File: src/rtl/dcr_pkg.sv
package dcr_pkg;
  localparam int unsigned WORD_W = 32;
  localparam int unsigned NUM_WORDS = 4;
  localparam int unsigned IDX_W = $clog2(NUM_WORDS);

  localparam logic [WORD_W-1:0] VERSION_CODE = 32'hA000_0000;
  localparam logic [WORD_W-1:0] KEEP_MASK    = 32'hFE00_0007;

  localparam int unsigned B_PEND   = 0;
  localparam int unsigned B_IEN    = 4;
  localparam int unsigned B_FLUSH  = 6;
  localparam int unsigned B_PRST   = 7;
  localparam int unsigned B_DIR    = 8;
  localparam int unsigned B_DEN    = 9;
  localparam int unsigned B_LOADED = 26;

  typedef enum logic [IDX_W-1:0] {
    W_CTRL  = 2'd0,
    W_ADDR  = 2'd1,
    W_COUNT = 2'd2,
    W_BASE  = 2'd3
  } word_sel_e;
endpackage

File: src/rtl/dcr_decode.sv
module dcr_decode
  import dcr_pkg::*;
#(
  parameter int unsigned ADDR_W   = 8,
  parameter bit          WIDE_WIN = 1'b0
) (
  input  logic [ADDR_W-1:0] addr,
  output word_sel_e         sel,
  output logic              in_win
);
  localparam int unsigned WIN_BITS = WIDE_WIN ? 5 : 4;

  assign sel = word_sel_e'(addr[3:2]);

  generate
    if (WIDE_WIN && (ADDR_W > WIN_BITS)) begin : g_bounded
      assign in_win = ~|addr[ADDR_W-1:WIN_BITS];
    end else begin : g_open
      assign in_win = 1'b1;
    end
  endgenerate
endmodule

File: src/rtl/dcr_ctrl_fmt.sv
module dcr_ctrl_fmt
  import dcr_pkg::*;
(
  input  logic [WORD_W-1:0] cur,
  input  logic [WORD_W-1:0] wdata,
  output logic [WORD_W-1:0] nxt,
  output logic              prst_req
);
  logic [WORD_W-1:0] shaped;

  always_comb begin
    shaped   = wdata;
    prst_req = wdata[B_PRST];
    if (!wdata[B_PRST]) begin
      if (wdata[B_FLUSH]) begin
        shaped[B_FLUSH] = 1'b0;
      end else if (wdata == '0) begin
        shaped = '0;
        shaped[B_FLUSH] = 1'b1;
      end
    end
    nxt = (cur & KEEP_MASK) | (shaped & ~KEEP_MASK) | VERSION_CODE;
  end
endmodule

File: src/rtl/dcr_irq_edge.sv
module dcr_irq_edge (
  input  logic clk,
  input  logic rst_n,
  input  logic req_i,
  output logic set_o,
  output logic clr_o
);
  logic prev_q;

  always_ff @(posedge clk or negedge rst_n) begin
    if (!rst_n) prev_q <= 1'b0;
    else        prev_q <= req_i;
  end

  assign set_o = req_i & ~prev_q;
  assign clr_o = ~req_i & prev_q;
endmodule

File: src/rtl/dma_chan_regs.sv
module dma_chan_regs
  import dcr_pkg::*;
#(
  parameter int unsigned ADDR_W   = 8,
  parameter bit          WIDE_WIN = 1'b0
) (
  input  logic              clk,
  input  logic              rst_n,
  input  logic              req_valid,
  input  logic              req_write,
  input  logic [ADDR_W-1:0] req_addr,
  input  logic [31:0]       req_wdata,
  output logic              rsp_valid,
  output logic [31:0]       rsp_rdata,
  input  logic              irq_req_i,
  output logic              irq_o,
  output logic              periph_rst_o,
  output logic              dma_en_o
);
  word_sel_e         sel;
  logic              in_win;
  logic              wr_hit, rd_hit;
  logic [WORD_W-1:0] words_q [NUM_WORDS];
  logic [WORD_W-1:0] ctrl_q, ctrl_fmt, ctrl_next;
  logic              prst_req, pend_set, pend_clr;

  dcr_decode #(.ADDR_W(ADDR_W), .WIDE_WIN(WIDE_WIN)) u_dec (
    .addr(req_addr), .sel(sel), .in_win(in_win)
  );

  dcr_ctrl_fmt u_fmt (
    .cur(ctrl_q), .wdata(req_wdata), .nxt(ctrl_fmt), .prst_req(prst_req)
  );

  dcr_irq_edge u_edge (
    .clk(clk), .rst_n(rst_n), .req_i(irq_req_i),
    .set_o(pend_set), .clr_o(pend_clr)
  );

  assign wr_hit = req_valid & req_write & in_win;
  assign rd_hit = req_valid & ~req_write;

  // control word: bus write first, then address-load flag, then request edge
  always_comb begin
    ctrl_next = ctrl_q;
    if (wr_hit && sel == W_CTRL) ctrl_next = ctrl_fmt;
    if (wr_hit && sel == W_ADDR) ctrl_next[B_LOADED] = 1'b1;
    if (pend_set)      ctrl_next[B_PEND] = 1'b1;
    else if (pend_clr) ctrl_next[B_PEND] = 1'b0;
  end

  always_ff @(posedge clk or negedge rst_n) begin
    if (!rst_n) ctrl_q <= VERSION_CODE;
    else        ctrl_q <= ctrl_next;
  end

  assign words_q[0] = ctrl_q;

  generate
    for (genvar i = 1; i < NUM_WORDS; i++) begin : g_data
      always_ff @(posedge clk or negedge rst_n) begin
        if (!rst_n)                                 words_q[i] <= '0;
        else if (wr_hit && sel == word_sel_e'(i))   words_q[i] <= req_wdata;
      end
    end
  endgenerate

  always_ff @(posedge clk or negedge rst_n) begin
    if (!rst_n) begin
      rsp_valid    <= 1'b0;
      rsp_rdata    <= '0;
      periph_rst_o <= 1'b0;
    end else begin
      rsp_valid    <= rd_hit;
      if (rd_hit) rsp_rdata <= in_win ? words_q[sel] : '0;
      periph_rst_o <= wr_hit && (sel == W_CTRL) && prst_req;
    end
  end

  assign irq_o    = ctrl_q[B_PEND] & ctrl_q[B_IEN];
  assign dma_en_o = ctrl_q[B_DEN];
endmodule

File: config.mk
export PLATFORM = sky130hd
export DESIGN_NAME = dma_chan_regs
export DESIGN_NICKNAME = d
export VERILOG_FILES = /design/src/rtl/dcr_pkg.sv /design/src/rtl/dcr_decode.sv /design/src/rtl/dcr_ctrl_fmt.sv /design/src/rtl/dcr_irq_edge.sv /design/src/rtl/dma_chan_regs.sv
export SDC_FILE = /design/constraint.sdc
export NUM_CORES = 1
export LEC_CHECK = 0
export ABC_AREA = 0
export BUFFER_PORTS_ARGS = -buffer_cell sky130_fd_sc_hd__buf_2
export CORE_ASPECT_RATIO = 0.7
export CORE_MARGIN = 8
export CORE_UTILIZATION = 53
export DETAILED_ROUTE_END_ITERATION = 12
export PLACE_DENSITY = 0.75
export SYNTH_ARGS = -nofsm -noshare
export SYNTH_HDL_FRONTEND = slang
export SYNTH_HIERARCHICAL = 1
export SYNTH_SLANG_ARGS = --single-unit
File: constraint.sdc
create_clock -name clk -period 0.9 [get_ports clk]
set_clock_uncertainty 0.05 [all_clocks]
set_input_delay 0 -clock clk [delete_from_list [all_inputs] [get_ports clk]]
set_output_delay 0 -clock clk [all_outputs]
set_load 0.02 [all_outputs]
==> impl_metrics.json, run 1 <==
{
  "final_layout_size_suffix_gt1_share_pct": 48.9,
  "critPathArrivalTime_ps": 1130,
  "r2r_end": "ctrl_q[4]",
  "leakagePower_nw": 4.68,
  "setup_viol": 77,
  "maxCapViolations": 0,
  "yosysWarnings": 6,
  "critPathCaptureType": "output port",
  "reg2reg_slack_ps": -180,
  "violations": "negative hold slack, negative setup slack",
  "cts_buffers": 17,
  "timing.hold.ws_ps": -43.1,
  "setup_ws_ps": -276,
  "path_clk_slew_ps": 60,
  "cts_tree": "built",
  "grt_pass1_wl_um": 29100,
  "drv_slew": 0,
  "track_usage_pct": 21.2,
  "reg2reg_depth": 3,
  "final_util_pct": 73.8,
  "core_region_area_um2": 13300,
  "fmax_ghz": 0.851,
  "place_congestion": 0.788,
  "yosysUniqueCellTypes": 31,
  "routed_wl_um": 18600,
  "syn_to_final_growth_pct": 35.3,
  "rsz0062_at_grt": "yes",
  "p_per_area_nw_per_um2": 2260,
  "synth-seq-cells": 163,
  "vias_per_cell": 5.53,
  "die_width_um": 156,
  "drtPass1Iterations": 6,
  "reg2reg_from": "ctrl_q[4]",
  "ctsLongestPathBuffers": 2,
  "numPortBuffers": 74,
  "fp.dieH_um": 114,
  "antenna_found_initial": 0,
  "layout.cell_area.non_filler_um2": 9790,
  "period_share_pct": 131,
  "dieArea_um2": 17700,
  "ys_seq_area_share_pct": 56.4,
  "slew_headroom_pct": 66.7,
  "cts_root_buf": "clkbuf_16",
  "cp_max_fo": 2,
  "grt_pass1_vias": 5385,
  "ant_nets": 0,
  "antenna_cells": 0,
  "place_area_um2": 8170,
  "path_class": "flip-flop to output port",
  "hold_path.class": "input port to async pin",
  "num_rows": 35,
  "routedWlPerCell_um": 21.3,
  "pin_count": 81,
  "status": "finished, violations left",
  "vias": 4819,
  "post-dp-hpwl_um": 10900,
  "vdd_drop_max_v": 0.00174,
  "htreeDepth": 4,
  "cp-startpoint": "ctrl_q[4]",
  "drtIter0Drc": 234,
  "grt-ovfl-total": 0,
  "start_util_pct": 54.5,
  "clock_sinks": 163,
  "netlist_area_um2": 7240,
  "crit_path_start_kind": "flip-flop",
  "drcViolationCount": 0,
  "worst_pin_slew_ps": 495,
  "grt_max_degree": 46,
  "period_needed_ps": 1180,
  "hold_viol": 17,
  "clk_latency_ps": 430,
  "num-nets-final": 719,
  "synthCells": 521,
  "power_mw": 22.1,
  "critPathRequiredTime_ps": 850,
  "avgSynthCellArea_um2": 13.9
}
[metal layers]
| layer | vias up | routed length, µm | track usage (%) |
|---|---|---|---|
| met4 | 0 | 302 | 6.83 |
| li1 | 2167 | - | - |
| met3 | 23 | 835 | 4.99 |
| met5 | - | 0 | 0 |
| met1 | 2522 | 8150 | 26.6 |
| met2 | 107 | 9270 | 35.8 |
[critical path, cell delays in order, from the launching register on]
cell     delay, ps
dfrtp_1        400
and2_4         170
buf_6          130
[stage by stage]
stage                     TNS (ps)  cells  worst slack (ps)
after floorplan             -29000    522              -252
after global placement      -42450    775              -377
after detailed placement    -46490    775              -424
after CTS                    -4780    858              -261
after global routing        -10260    872              -297
final                        -7300    872              -276
[how the worst max path moves through the flow]
stage                       to  slack [ps]  cells after the start
finish                   irq_o        -280                      2
global route             irq_o        -300                      2
CTS                      irq_o        -260                      2
detailed placement  ctrl_q[13]        -420                      5
global placement    ctrl_q[21]        -380                      5
floorplan           ctrl_q[11]        -250                      5
[registers in the layout, summed over array words and instances (netlist names)]
name	count
words_q	96
ctrl_q	32
rsp_rdata	32
periph_rst_o	1
rsp_valid	1
u_edge/prev_q	1
[cell usage after synthesis, drive strengths merged]
master / n / area (µm²)
nand4b: 1 / 8.76
and4b: 1 / 10.0
o211ai: 1 / 7.51
inv: 3 / 11.3
nand3b: 1 / 7.51
and2: 1 / 6.26
and2b: 1 / 8.76
mux2: 126 / 1530
mux2i: 64 / 641
o221ai: 32 / 280
nor2b: 1 / 6.26
and3: 3 / 18.8
nand3: 4 / 20.0
dfrtp: 161 / 4030
a31oi: 1 / 6.26
nor4: 8 / 56.3
dfstp: 2 / 52.6
buf: 42 / 269
conb: 2 / 7.51
nand2: 35 / 131
nor2: 1 / 3.75
nand4: 3 / 18.8
o21ai: 2 / 10.0
nand2b: 1 / 6.26
clkbuf: 24 / 90.1
[power by group]
part / internal, mW / leakage [nW] / total [mW] / switching [mW]
registers: 8.87 / 2.04 / 9.83 / 0.961
clock network: 4.71 / 0.294 / 7.60 / 2.89
logic: 2.81 / 2.34 / 4.66 / 1.85
[cell type report]
| type | instances | area [µm²] |
|---|---|---|
| fillers | 863 | 3480 |
| well taps | 185 | 231 |
| flip-flops and latches | 163 | 4080 |
| clock inverters | 10 | 159 |
| multi-input cells | 290 | 2970 |
| clock buffers | 22 | 454 |
| inverters | 3 | 13.8 |
| repair buffers | 199 | 1890 |
[repair_timing]
action | in CTS | in global routing
buffers inserted | 14 | 12
pin swaps | 7 | 14
setup endpoints to repair | 41 | 91
endpoints found under the hold margin | 285 | 25
hold buffers | 37 | 2
resized for setup | 77 | 39
gates cloned | 0 | 2
[logic make-up (layout without fill, tap and decap cells)]
group                  after synthesis  after routing  share of synthesized area [%]
buffers and inverters               69            234                           5.12
other                                2              3                          0.104
muxes                              190            190                           30.0
and+or+nand+nor                     61             61                           4.18
DFF                                163            163                           56.4
AOI/OAI and AO/OA                   36             36                           4.20
[layout by cell type (no fill, tap or decap), drive strengths merged]
master	instances
and2	1
bufinv	4
and3	3
clkbuf	24
inv	3
buf	160
dfrtp	161
o211ai	1
nor2	1
and4b	1
dlymetal6s4s	1
a31oi	1
mux2	126
clkinvlp	2
nand3b	1
clkinv	4
nand2b	1
dlygate4sd3	36
conb	3
mux2i	64
nor4	8
dfstp	2
nand3	4
nand2	35
nand4	3
nand4b	1
o21ai	2
o221ai	32
nor2b	1
and2b	1
(Power assumes the default switching activity.)
==> run 2, diff against run 1 <==
CORE_UTILIZATION = 55   (was 53)
CTS_BUF_LIST = sky130_fd_sc_hd__clkbuf_4   (was not set)
CTS_CLUSTER_SIZE = 8   (was not set)
PLACE_DENSITY = 0.78   (was 0.75)
==> run 2 against run 1 <==
Compared with the run above: wire length shrank 2.8%; highest routed layer unchanged; the flow still finishes with violations (negative hold slack, negative setup slack); combinational power shrank 4%; largest cell class unchanged; worst hold slack lost 130 ps; non-clock buffer count shrank 6.
==> impl_metrics.json, run 2 (synthesis results as in run 1) <==
{
  "status": "finished, violations left",
  "violations": "negative hold slack, negative setup slack",
  "num_rows": 35,
  "largest-register": "words_q",
  "num-nets-final": 713,
  "fmax_ghz": 0.768,
  "core_region_area_um2": 13000,
  "vdd_drop_max_v": 0.00114,
  "p_per_area_nw_per_um2": 2030,
  "die_width_um": 153,
  "crit_path_start_kind": "flip-flop",
  "grt_max_degree": 41,
  "hold_viol": 25,
  "grt_pass1_vias": 5282,
  "final_layout_size_suffix_gt1_share_pct": 48.3,
  "final_util_pct": 72.2,
  "cp_max_fo": 2,
  "routedWlPerCell_um": 21.3,
  "worst_pin_slew_ps": 544,
  "maxCapViolations": 0,
  "largest_reg_flops": 96,
  "drtIter0Drc": 230,
  "cts_root_buf": "clkbuf_4",
  "fp.dieH_um": 112,
  "rsz0062_at_grt": "yes",
  "ctsLongestPathBuffers": 2,
  "pin_count": 81,
  "drv_slew": 0,
  "setup_ws_ps": -402,
  "reg.largest.list": "words_q x96, ctrl_q x32, rsp_rdata x32",
  "place_area_um2": 8130,
  "grt-ovfl-total": 0,
  "timing.hold.ws_ps": -175,
  "path_clk_slew_ps": 140,
  "vias_per_cell": 5.68,
  "vias": 4813,
  "leakagePower_nw": 4.48,
  "critPathCaptureType": "output port",
  "drtPass1Iterations": 4,
  "final_common_cell": "dfrtp_1",
  "antenna_cells": 0,
  "fillCellCount": 859,
  "setup_tns_ps": -10220,
  "track_usage_pct": 21.1,
  "post-dp-hpwl_um": 10700,
  "clock_sinks": 163,
  "cts_buffers": 17,
  "dieArea_um2": 17100,
  "slew_headroom_pct": 63.4,
  "htreeDepth": 4,
  "setup_viol": 47,
  "grt_pass1_wl_um": 28500,
  "period_share_pct": 145,
  "numPortBuffers": 74,
  "antenna_found_initial": 0,
  "critPathRequiredTime_ps": 850,
  "critPathArrivalTime_ps": 1250,
  "hold_path.class": "input port to async pin",
  "cts_tree": "built",
  "path_class": "flip-flop to output port",
  "syn_to_final_growth_pct": 29.8,
  "ant_nets": 0,
  "dp_slack_ps": -424,
  "place_congestion": 0.818,
  "routed_wl_um": 18000,
  "drcViolationCount": 0,
  "clk_latency_ps": 560,
  "period_needed_ps": 1300,
  "final_cell_mix": "dfrtp_1 (161), mux2_2 (89), mux2i_1 (62), buf_4 (58), dlygate4sd3_1 (42)",
  "layout.cell_area.non_filler_um2": 9390,
  "start_util_pct": 55.7
}
## run 2: repair_timing
item / in CTS / in global routing
cloned: 0 / 2
endpoints found under the setup margin: 39 / 96
resized for setup: 74 / 20
endpoints found under the hold margin: 286 / 48
pin swaps: 3 / 19
hold buffers: 43 / 6
buffers inserted: 15 / 6
## run 2: worst paths after layout
| kind | startpoint | endpoint | slack (ps) | cells after the start |
|---|---|---|---|---|
| worst min register to register | words_q[6] | words_q[6] | 460 | 1 |
| worst max register to register | ctrl_q[0] | rsp_rdata[0] | -240 | 4 |
| worst min-delay path | rst_n | words_q[27] | -170 | 2 |
| max in group asynchronous | rst_n | ctrl_q[31] | 420 | 3 |
| worst max-delay path | ctrl_q[4] | irq_o | -400 | 2 |
| min in group clk | req_addr[3] | ctrl_q[1] | 10 | 4 |
## run 2: worst max-delay path, stage by stage, from the launching register on
cell and delay, ps:
dfrtp_1 420, and2_4 170, buf_6 120
## run 2: layer usage
layer / track usage, % / part of all wire [%]
met4: 6.96 / 1.5
met2: 34.1 / 49
met1: 27.3 / 45
met5: 0 / 0
met3: 5.26 / 4.9
## run 2: through the flow
| step | hold WS (ps) | instances | total power [mW] |
|---|---|---|---|
| after floorplan | -346 | 522 | 12.2 |
| after global placement | -145 | 753 | 13.2 |
| after detailed placement | -139 | 753 | 13.5 |
| after CTS | -194 | 843 | 18.9 |
| after global routing | -203 | 847 | 20.0 |
| final | -175 | 847 | 19.1 |
## run 2: area by class of cell
| cell class | instances | area, µm² | area share (%) |
|---|---|---|---|
| multi-input combinational | 290 | 2910 | 31.0 |
| sequential | 163 | 4080 | 43.5 |
| inverter | 3 | 13.8 | 0.147 |
| clock buffer | 21 | 158 | 1.68 |
| timing repair buffer | 193 | 1860 | 19.8 |
| tap | 166 | 208 | 2.21 |
| clock inverter | 11 | 160 | 1.71 |
## run 2: power by group
group          switching, mW  internal, mW  total (mW)
combinational           1.82          2.67        4.49
sequential             0.954          8.84        9.80
clock                   2.51          2.30        4.82
==> run 3, diff against run 2 <==
CORE_ASPECT_RATIO = not set   (was 0.7)
==> run 3 against run 2 <==
Compared with the run above: the flow still finishes with violations (negative hold slack, negative setup slack); largest cell class unchanged; non-clock buffer count grew 7; utilization increased by 0.98 points; sequential cell count unchanged; sequential power is essentially flat; fmax is 0.52% lower; via count up 1.2%; final area is 1.6% higher; worst hold slack improved by 10 ps; global-route usage rose by 1.3 points; clock-buffer cell count shrank 2; cell count rose by 2.0%.
==> impl_metrics.json, run 3 (synthesis results as in run 1) <==
{
  "status": "finished, violations left",
  "violations": "negative hold slack, negative setup slack",
  "track_usage_pct": 22.3,
  "clk_latency_ps": 570,
  "worst_pin_slew_ps": 511,
  "ant_nets": 0,
  "crit_buf_inv": 1,
  "reg2reg_from": "ctrl_q[4]",
  "critPathRequiredTime_ps": 850,
  "antenna_cells": 0,
  "final_util_pct": 73.2,
  "leakagePower_nw": 4.51,
  "clock_sinks": 163,
  "num-nets-final": 720,
  "syn_to_final_growth_pct": 31.8,
  "antenna_found_initial": 1,
  "fmax_ghz": 0.764,
  "cp-startpoint": "ctrl_q[0]",
  "pin_count": 81,
  "period_needed_ps": 1310,
  "setup_ws_ps": -409,
  "path_class": "flip-flop to output port",
  "cp_top_family": "flip-flops",
  "period_share_pct": 145,
  "routedWlPerCell_um": 21.2,
  "critPathCaptureType": "output port",
  "final_common_cell": "dfrtp_1",
  "drv_slew": 0,
  "cp_max_fo": 2,
  "critPathArrivalTime_ps": 1260,
  "hold_viol": 21,
  "cts_root_buf": "clkbuf_4",
  "grt_pass1_wl_um": 28700,
  "vias_per_cell": 5.64,
  "crit_path_start_kind": "flip-flop",
  "cts_tree": "built",
  "reg2reg_depth": 4,
  "vias": 4869,
  "grt-ovfl-total": 0,
  "slew_headroom_pct": 65.9,
  "internal_power_mw": 13.8,
  "post-dp-hpwl_um": 11000,
  "place_area_um2": 8200,
  "start_util_pct": 55.5,
  "numPortBuffers": 74,
  "final_cell_mix": "dfrtp_1 (161), mux2_2 (89), mux2i_1 (61), buf_4 (57), buf_6 (48)",
  "timing.hold.ws_ps": -165,
  "ctsLongestPathBuffers": 2,
  "rsz0062_at_grt": "yes",
  "swShare_pct": 27.8,
  "die_width_um": 131,
  "drtIter0Drc": 326,
  "largest_reg_flops": 96,
  "sequentialPowerShare_pct": 51.2,
  "drcViolationCount": 0,
  "reg.largest.list": "words_q x96, ctrl_q x32, rsp_rdata x32",
  "htreeDepth": 4,
  "largest-register": "words_q",
  "max_stage_delay_ps": 410,
  "maxCapViolations": 0,
  "power_frac_comb_pct": 24.4,
  "slowest_stage": "dfrtp_1",
  "p_per_area_nw_per_um2": 2010,
  "fillCellCount": 861,
  "layout.cell_area.non_filler_um2": 9540,
  "num_rows": 42,
  "setup_viol": 50,
  "grt_max_degree": 33,
  "path_clk_slew_ps": 120,
  "power.switching_mw": 5.33,
  "p_clk_share_pct": 24.4,
  "drtPass1Iterations": 4,
  "routed_wl_um": 18300,
  "core_region_area_um2": 13000,
  "vdd_drop_max_v": 0.00165,
  "r2r_end": "rsp_rdata[4]",
  "worstPathCellList": "and2_4 > buf_6",
  "fp.dieH_um": 131,
  "final_layout_size_suffix_gt1_share_pct": 50.6,
  "dieArea_um2": 17100,
  "cts_buffers": 17,
  "grt_pass1_vias": 5317,
  "hold_path.class": "input port to async pin",
  "reg2reg_slack_ps": -200,
  "place_congestion": 0.764
}
run 3: cell type report:
| class | count | area (µm²) | area share [%] |
|---|---|---|---|
| well taps | 176 | 220 | 2.31 |
| clock buffers | 19 | 143 | 1.50 |
| repair buffers | 200 | 1920 | 20.1 |
| multi-input cells | 290 | 3000 | 31.4 |
| inverters | 3 | 13.8 | 0.144 |
| flip-flops and latches | 163 | 4080 | 42.8 |
| clock inverters | 13 | 165 | 1.73 |
run 3: what timing repair did:
item	CTS	global route
hold buffers	42	14
gates resized for setup	76	41
hold endpoints to repair	295	76
pin swaps	4	30
buffers inserted	14	14
endpoints found under the setup margin	39	72
run 3: per-stage QoR:
stage	setup slack, ps	hold WS [ps]	TNS [ps]	power, mW	cells
floorplan	-252	-346	-29000	12.2	522
global placement	-381	-132	-47270	13.3	769
detailed placement	-450	-130	-51780	13.5	769
CTS	-423	-186	-19400	18.8	857
global route	-466	-163	-13650	20.0	864
finish	-409	-165	-10780	19.2	864
run 3: worst max path at each step:
stage / to / slack, ps / cells past startpoint
global placement: ctrl_q[15] / -380 / 5
CTS: irq_o / -420 / 2
floorplan: ctrl_q[11] / -250 / 5
detailed placement: ctrl_q[16] / -450 / 5
finish: irq_o / -410 / 2
global route: irq_o / -470 / 2
run 3: worst register-to-register path, cell delays in order (launching register included):
cell and delay (ps):
dfrtp_1 420, buf_6 120, buf_6 110, mux2i_4 150, o221ai_2 120
run 3: metal layers:
layer	global-route usage (%)	vias up	part of all wire, %
met1	28.2	2534	42
met4	8.85	2	1.4
met3	4.75	25	5.1
met2	36.8	138	52
met5	0	-	0.066
li1	-	2170	-
run 3: power groups by stage:
stage / logic, mW / registers [mW] / clock network, mW
2_1_floorplan: 2.28 / 9.88 / 0
3_3_place_gp: 3.55 / 9.71 / 0
3_5_place_dp: 3.70 / 9.82 / 0
4_1_cts: 4.36 / 9.73 / 4.74
5_1_grt: 5.03 / 9.97 / 5.05
6_report: 4.68 / 9.80 / 4.67
